[src/rtl/rid_xlate_pkg.sv]
package rid_xlate_pkg;
  localparam int RID_W = 16;
  localparam int LEN_W = 17;
  localparam int SUM_W = 18;

  typedef enum logic [2:0] {
    FLD_BASE = 3'd0,
    FLD_LEN  = 3'd1,
    FLD_SPEC = 3'd2,
    FLD_CTRL = 3'd3,
    FLD_MASK = 3'd4
  } fld_e;
endpackage

[src/rtl/rid_xlate_regs.sv]
module rid_xlate_regs
  import rid_xlate_pkg::*;
#(
  parameter int N     = 8,
  parameter int TGT_W = 2,
  parameter int IDX_W = 3
) (
  input  logic             clk,
  input  logic             rst_n,
  input  logic             we,
  input  logic [IDX_W-1:0] idx,
  input  logic [2:0]       field,
  input  logic [LEN_W-1:0] wdata,
  output logic [RID_W-1:0] mask_o,
  output logic [RID_W-1:0] base_o [N],
  output logic [LEN_W-1:0] len_o  [N],
  output logic [RID_W-1:0] spec_o [N],
  output logic [TGT_W-1:0] tgt_o  [N],
  output logic             vld_o  [N]
);
  fld_e fld;
  assign fld = fld_e'(field);

  always_ff @(posedge clk) begin
    if (!rst_n) begin
      mask_o <= '1;
      for (int i = 0; i < N; i++) begin
        base_o[i] <= '0;
        len_o[i]  <= '0;
        spec_o[i] <= '0;
        tgt_o[i]  <= '0;
        vld_o[i]  <= 1'b0;
      end
    end else if (we) begin
      if (fld == FLD_MASK) mask_o <= wdata[RID_W-1:0];
      for (int i = 0; i < N; i++) begin
        if (idx == IDX_W'(i)) begin
          case (fld)
            FLD_BASE: base_o[i] <= wdata[RID_W-1:0];
            FLD_LEN:  len_o[i]  <= wdata;
            FLD_SPEC: spec_o[i] <= wdata[RID_W-1:0];
            FLD_CTRL: begin
              tgt_o[i] <= wdata[TGT_W-1:0];
              vld_o[i] <= wdata[LEN_W-1];
            end
            default: ;
          endcase
        end
      end
    end
  end
endmodule

[src/rtl/rid_xlate_match.sv]
module rid_xlate_match
  import rid_xlate_pkg::*;
#(
  parameter int N = 8
) (
  input  logic [RID_W-1:0] rid,
  input  logic [RID_W-1:0] base [N],
  input  logic [LEN_W-1:0] len  [N],
  input  logic             vld  [N],
  output logic [N-1:0]     hit
);
  for (genvar g = 0; g < N; g++) begin : g_ent
    logic [SUM_W-1:0] lim;
    logic             above, below;
    assign lim   = SUM_W'(base[g]) + SUM_W'(len[g]);
    assign above = rid >= base[g];
    assign below = SUM_W'(rid) < lim;
    assign hit[g] = vld[g] & above & below;
  end
endmodule

[src/rtl/rid_xlate_pick.sv]
module rid_xlate_pick
  import rid_xlate_pkg::*;
#(
  parameter int N     = 8,
  parameter int TGT_W = 2,
  parameter int IDX_W = 3
) (
  input  logic [N-1:0]     hit,
  input  logic [RID_W-1:0] rid,
  input  logic [RID_W-1:0] base [N],
  input  logic [RID_W-1:0] spec [N],
  input  logic [TGT_W-1:0] tgt  [N],
  output logic             any_o,
  output logic [TGT_W-1:0] tgt_o,
  output logic [RID_W-1:0] spec_o
);
  logic [IDX_W-1:0] sel;

  always_comb begin
    sel = '0;
    for (int i = N - 1; i >= 0; i--) begin
      if (hit[i]) sel = IDX_W'(i);
    end
  end

  assign any_o  = |hit;
  assign tgt_o  = tgt[sel];
  assign spec_o = rid - base[sel] + spec[sel];
endmodule

[src/rtl/rid_xlate_table.sv]
module rid_xlate_table
  import rid_xlate_pkg::*;
#(
  parameter int N     = 8,
  parameter int TGT_W = 2,
  parameter int IDX_W = $clog2(N)
) (
  input  logic             clk,
  input  logic             rst_n,
  input  logic             cfg_we,
  input  logic [IDX_W-1:0] cfg_idx,
  input  logic [2:0]       cfg_field,
  input  logic [16:0]      cfg_wdata,
  input  logic             req_valid,
  output logic             req_ready,
  input  logic [15:0]      req_rid,
  output logic             rsp_valid,
  input  logic             rsp_ready,
  output logic             rsp_fault,
  output logic [TGT_W-1:0] rsp_tgt,
  output logic [15:0]      rsp_spec
);
  logic [RID_W-1:0] mask;
  logic [RID_W-1:0] base [N];
  logic [LEN_W-1:0] len  [N];
  logic [RID_W-1:0] spec [N];
  logic [TGT_W-1:0] tgt  [N];
  logic             vld  [N];
  logic [N-1:0]     hit;
  logic             any;
  logic [TGT_W-1:0] p_tgt;
  logic [RID_W-1:0] p_spec;
  logic [RID_W-1:0] rid_m;
  logic             accept;

  rid_xlate_regs #(.N(N), .TGT_W(TGT_W), .IDX_W(IDX_W)) u_regs (
    .clk(clk), .rst_n(rst_n), .we(cfg_we), .idx(cfg_idx), .field(cfg_field),
    .wdata(cfg_wdata), .mask_o(mask), .base_o(base), .len_o(len),
    .spec_o(spec), .tgt_o(tgt), .vld_o(vld)
  );

  assign rid_m = req_rid & mask;

  rid_xlate_match #(.N(N)) u_match (
    .rid(rid_m), .base(base), .len(len), .vld(vld), .hit(hit)
  );

  rid_xlate_pick #(.N(N), .TGT_W(TGT_W), .IDX_W(IDX_W)) u_pick (
    .hit(hit), .rid(rid_m), .base(base), .spec(spec), .tgt(tgt),
    .any_o(any), .tgt_o(p_tgt), .spec_o(p_spec)
  );

  assign req_ready = !rsp_valid || rsp_ready;
  assign accept    = req_valid && req_ready;

  always_ff @(posedge clk) begin
    if (!rst_n) begin
      rsp_valid <= 1'b0;
      rsp_fault <= 1'b0;
      rsp_tgt   <= '0;
      rsp_spec  <= '0;
    end else if (accept) begin
      rsp_valid <= 1'b1;
      rsp_fault <= !any;
      rsp_tgt   <= any ? p_tgt  : '0;
      rsp_spec  <= any ? p_spec : '0;
    end else if (rsp_ready) begin
      rsp_valid <= 1'b0;
    end
  end
endmodule

[config.mk]
export PLATFORM = sky130hd
export DESIGN_NAME = rid_xlate_table
export DESIGN_NICKNAME = d
export VERILOG_FILES = /design/src/rtl/rid_xlate_pkg.sv /design/src/rtl/rid_xlate_regs.sv /design/src/rtl/rid_xlate_match.sv /design/src/rtl/rid_xlate_pick.sv /design/src/rtl/rid_xlate_table.sv
export SDC_FILE = /design/constraint.sdc
export NUM_CORES = 2
export LEC_CHECK = 0
export ABC_AREA = 1
export BUFFER_PORTS_ARGS = -buffer_cell sky130_fd_sc_hd__buf_2
export CAP_MARGIN = 20
export CORE_UTILIZATION = 30
export CTS_CLUSTER_DIAMETER = 30
export DETAILED_ROUTE_END_ITERATION = 7
export SYNTH_ARGS = -nofsm -noshare
export SYNTH_HDL_FRONTEND = slang
export SYNTH_HIERARCHICAL = 1
export SYNTH_SLANG_ARGS = --single-unit
[constraint.sdc]
create_clock -name clk -period 10.28 [get_ports clk]
set_clock_uncertainty 0.15 [all_clocks]
set_input_delay 0.514 -clock clk [delete_from_list [all_inputs] [get_ports clk]]
set_output_delay 0.514 -clock clk [all_outputs]
set_load 0.01 [all_outputs]
==> results.cfg <==
[power_and_ir_drop]
powerDensity_nw_per_um2 = 159
p_total_mw = 6.36
ir_drop_v = 0.000129
leakage_nw = 17.6

[final_layout]
seq_area_um2 = 9050
areaGrowthSynthToFinish_pct = 16.1
fin_nets = 5681
fill_cells = 12269
final_layout_size_suffix_gt1_share_pct = 9.27
fin_util_pct = 35.1
multi_input_area_um2 = 22600

[timing]
post-route-period-util_pct = 81.2
hold_viol = 0
setup_viol = 0
relSlewSlack_pct = 20.5
timing.hold.ws_ns = 0.213
period_minus_slack_ns = 8.35
fmax_mhz = 120
rsz0062_at_grt = no
worstMarginPinSlew_ns = 1.19
final_max_slew_viol_count = 0
tns_ns = 0

[critical_path]
crit_type = reg -> reg
critPathRequiredTime_ns = 10.78
crit_slowest_cell = inv_4
endpoint_kind = register
cp_max_fo = 71
cp.arrival_ns = 8.85
cp-start-kind = register
slowest_delay_ns = 0.58
cpMostUsedCell = nand2_1

[cts]
cts_sinks = 452
htree_levels = 3
clk_pin_slew_ns = 0.05
holdBufCountCts = 0
clock_path_buffers = 3
numCtsBuffers = 116
postCtsSetupBuffers = 0
clk_latency_ns = 0.72
cts_resized = 0
root_buffer = clkbuf_16
cts_tree = built

[synth]
synth.area.top_cells = dfxtp_1 (26%), ha_1 (14%), nor2_1 (13%)
yosys_warnings = 6
ys_seq_elements = 452
avgSynthCellArea_um2 = 6.59
synth_nets = 5698
postSynthCellCount = 5239
synth-edff-count = 0
synthTopCellsByCount = nor2_1 (1174), nand2_1 (1119), nand3_1 (557)
yosysMostFrequentCell = nor2_1
synth_top_cell_area_share_pct = 26.2
synthDistinctLibCells = 56
ys.flop_type = dfxtp_1
synth_area_um2 = 34500
synth_top_area_cell = dfxtp_1
yosysSeqAreaShare_pct = 26.2
ys_async_sr_fraction_pct = 0

[routing]
initialDrtViolationCount = 3784
drc_errors = 3
route.vias.total = 35039
drt_first_pass_iters = 8
vias_per_cell = 5.13
detail-route-antenna-nets = 0
routed_wl_um = 132000
wire_per_inst_um = 19.3

[grt]
grt_pass1_vias = 32316
grt_usage_pct = 22.1
antenna_found_initial = 3
grt_pass1_wl_um = 198000
grt_max_degree = 150
overflow = 0

[placed_design]
gp_congestion = 0.974
portBuffers = 64
place_hpwl_um = 88100

[floorplanning]
num_io_pins = 65
placeableCoreArea_um2 = 114000
initial_core_util_pct = 30.2
die_width_um = 341
rows = 124
fp.dieH_um = 341
design.die.area_um2 = 116000

[flow_run]
cap_violations = 0

[status]
violations = design-rule violations
status = complete, but fails checks

[worst_hold_path]
hp-class = in -> reg
[flip-flops by register name, indices dropped and copies added, names as in the netlist]
signal and cells:
rsp_spec 16, u_regs/mask_o 16, u_regs/spec_o 128, rsp_valid 1, u_regs/len_o 136, u_regs/tgt_o 16, rsp_tgt 2, u_regs/vld_o 8
u_regs/base_o 128, rsp_fault 1
[metrics by stage]
stage | area, um2 | worst slack [ns] | instances
after floorplan | 34500 | 4.34 | 5239
after global placement | 35800 | 2.17 | 6613
after detailed placement | 35800 | 2.08 | 6615
after CTS | 40100 | 2.08 | 6831
after global routing | 40100 | 1.50 | 6832
final | 40100 | 1.93 | 6833
[kinds of logic after synthesis]
kind of cell               count (synthesis)  synth area share [%]
xor gates and xnor gates                 117                  2.97
and+or+nand+nor                         3012                  36.7
AOI/OAI and AO/OA                        602                  10.2
DFF                                      452                  26.2
buffers and inverters                    641                  8.39
adders and majority gates                415                  15.5
[routing by layer]
metal	GRT usage [%]	vias up	routed length, um
li1	-	17031	-
met1	30.7	16304	58800
met2	33.8	1436	55900
met3	4.19	264	12200
met4	8.29	4	5020
met5	0	-	27
[worst paths after layout]
path / endpoint / from / cells after the start / slack [ns]
setup / recovery: rsp_spec[15] / u_regs/base_o[32] / 50 / 1.93
hold / removal: rsp_spec[14] / rst_n / 3 / 0.21
setup reg to reg: rsp_spec[15] / u_regs/base_o[32] / 50 / 1.93
hold reg to reg: rsp_spec[0] / rsp_spec[0] / 2 / 0.32
[critical path: cells and delay by family (launching register included)]
| family | cells | cell delay, ns |
|---|---|---|
| flops | 1 | 0.43 |
| buf+inv | 6 | 1.27 |
| fa+ha+maj | 5 | 1.79 |
| compound gates | 6 | 1.58 |
| simple gates | 32 | 2.84 |
| xor+xnor | 1 | 0.17 |
[report_power, final]
group	internal (mW)	switching, mW	total, mW
Combinational	0.204	0.472	0.676
Sequential	1.78	0.0177	1.80
Clock	2.68	1.21	3.89
Total	4.66	1.70	6.36
[cells in the final DEF, fill, tap and decap left out, drive strengths merged]
master	count
nor3	19
a21o	22
nor2	1211
o211a	1
dfxtp	452
o21ai	178
xor2	70
a31oi	25
clkinvlp	9
o22ai	24
a21oi	282
o221ai	7
clkinv	39
o21bai	13
clkbuf	151
nand4	12
nor4	8
and3	6
a31o	1
bufinv	18
a32oi	8
xnor2	47
o31a	6
o211ai	16
nand3b	16
a211oi	2
ha	392
a311oi	1
nand3	584
inv	386
and2	1
fa	23
a21boi	4
nand2	1154
o21a	12
diode	1
or2	1
buf	119
[final cells by class]
| type | instances | area share [%] |
|---|---|---|
| repair buffers | 119 | 1.97 |
| well taps | 1512 | 4.72 |
| inverters | 387 | 3.64 |
| clock buffers | 151 | 8.14 |
| clock inverters | 65 | 2.45 |
| diodes | 1 | 0.00624 |
| flip-flops and latches | 452 | 22.6 |
| multi-input cells | 4146 | 56.5 |
(Power assumes the default switching activity.)
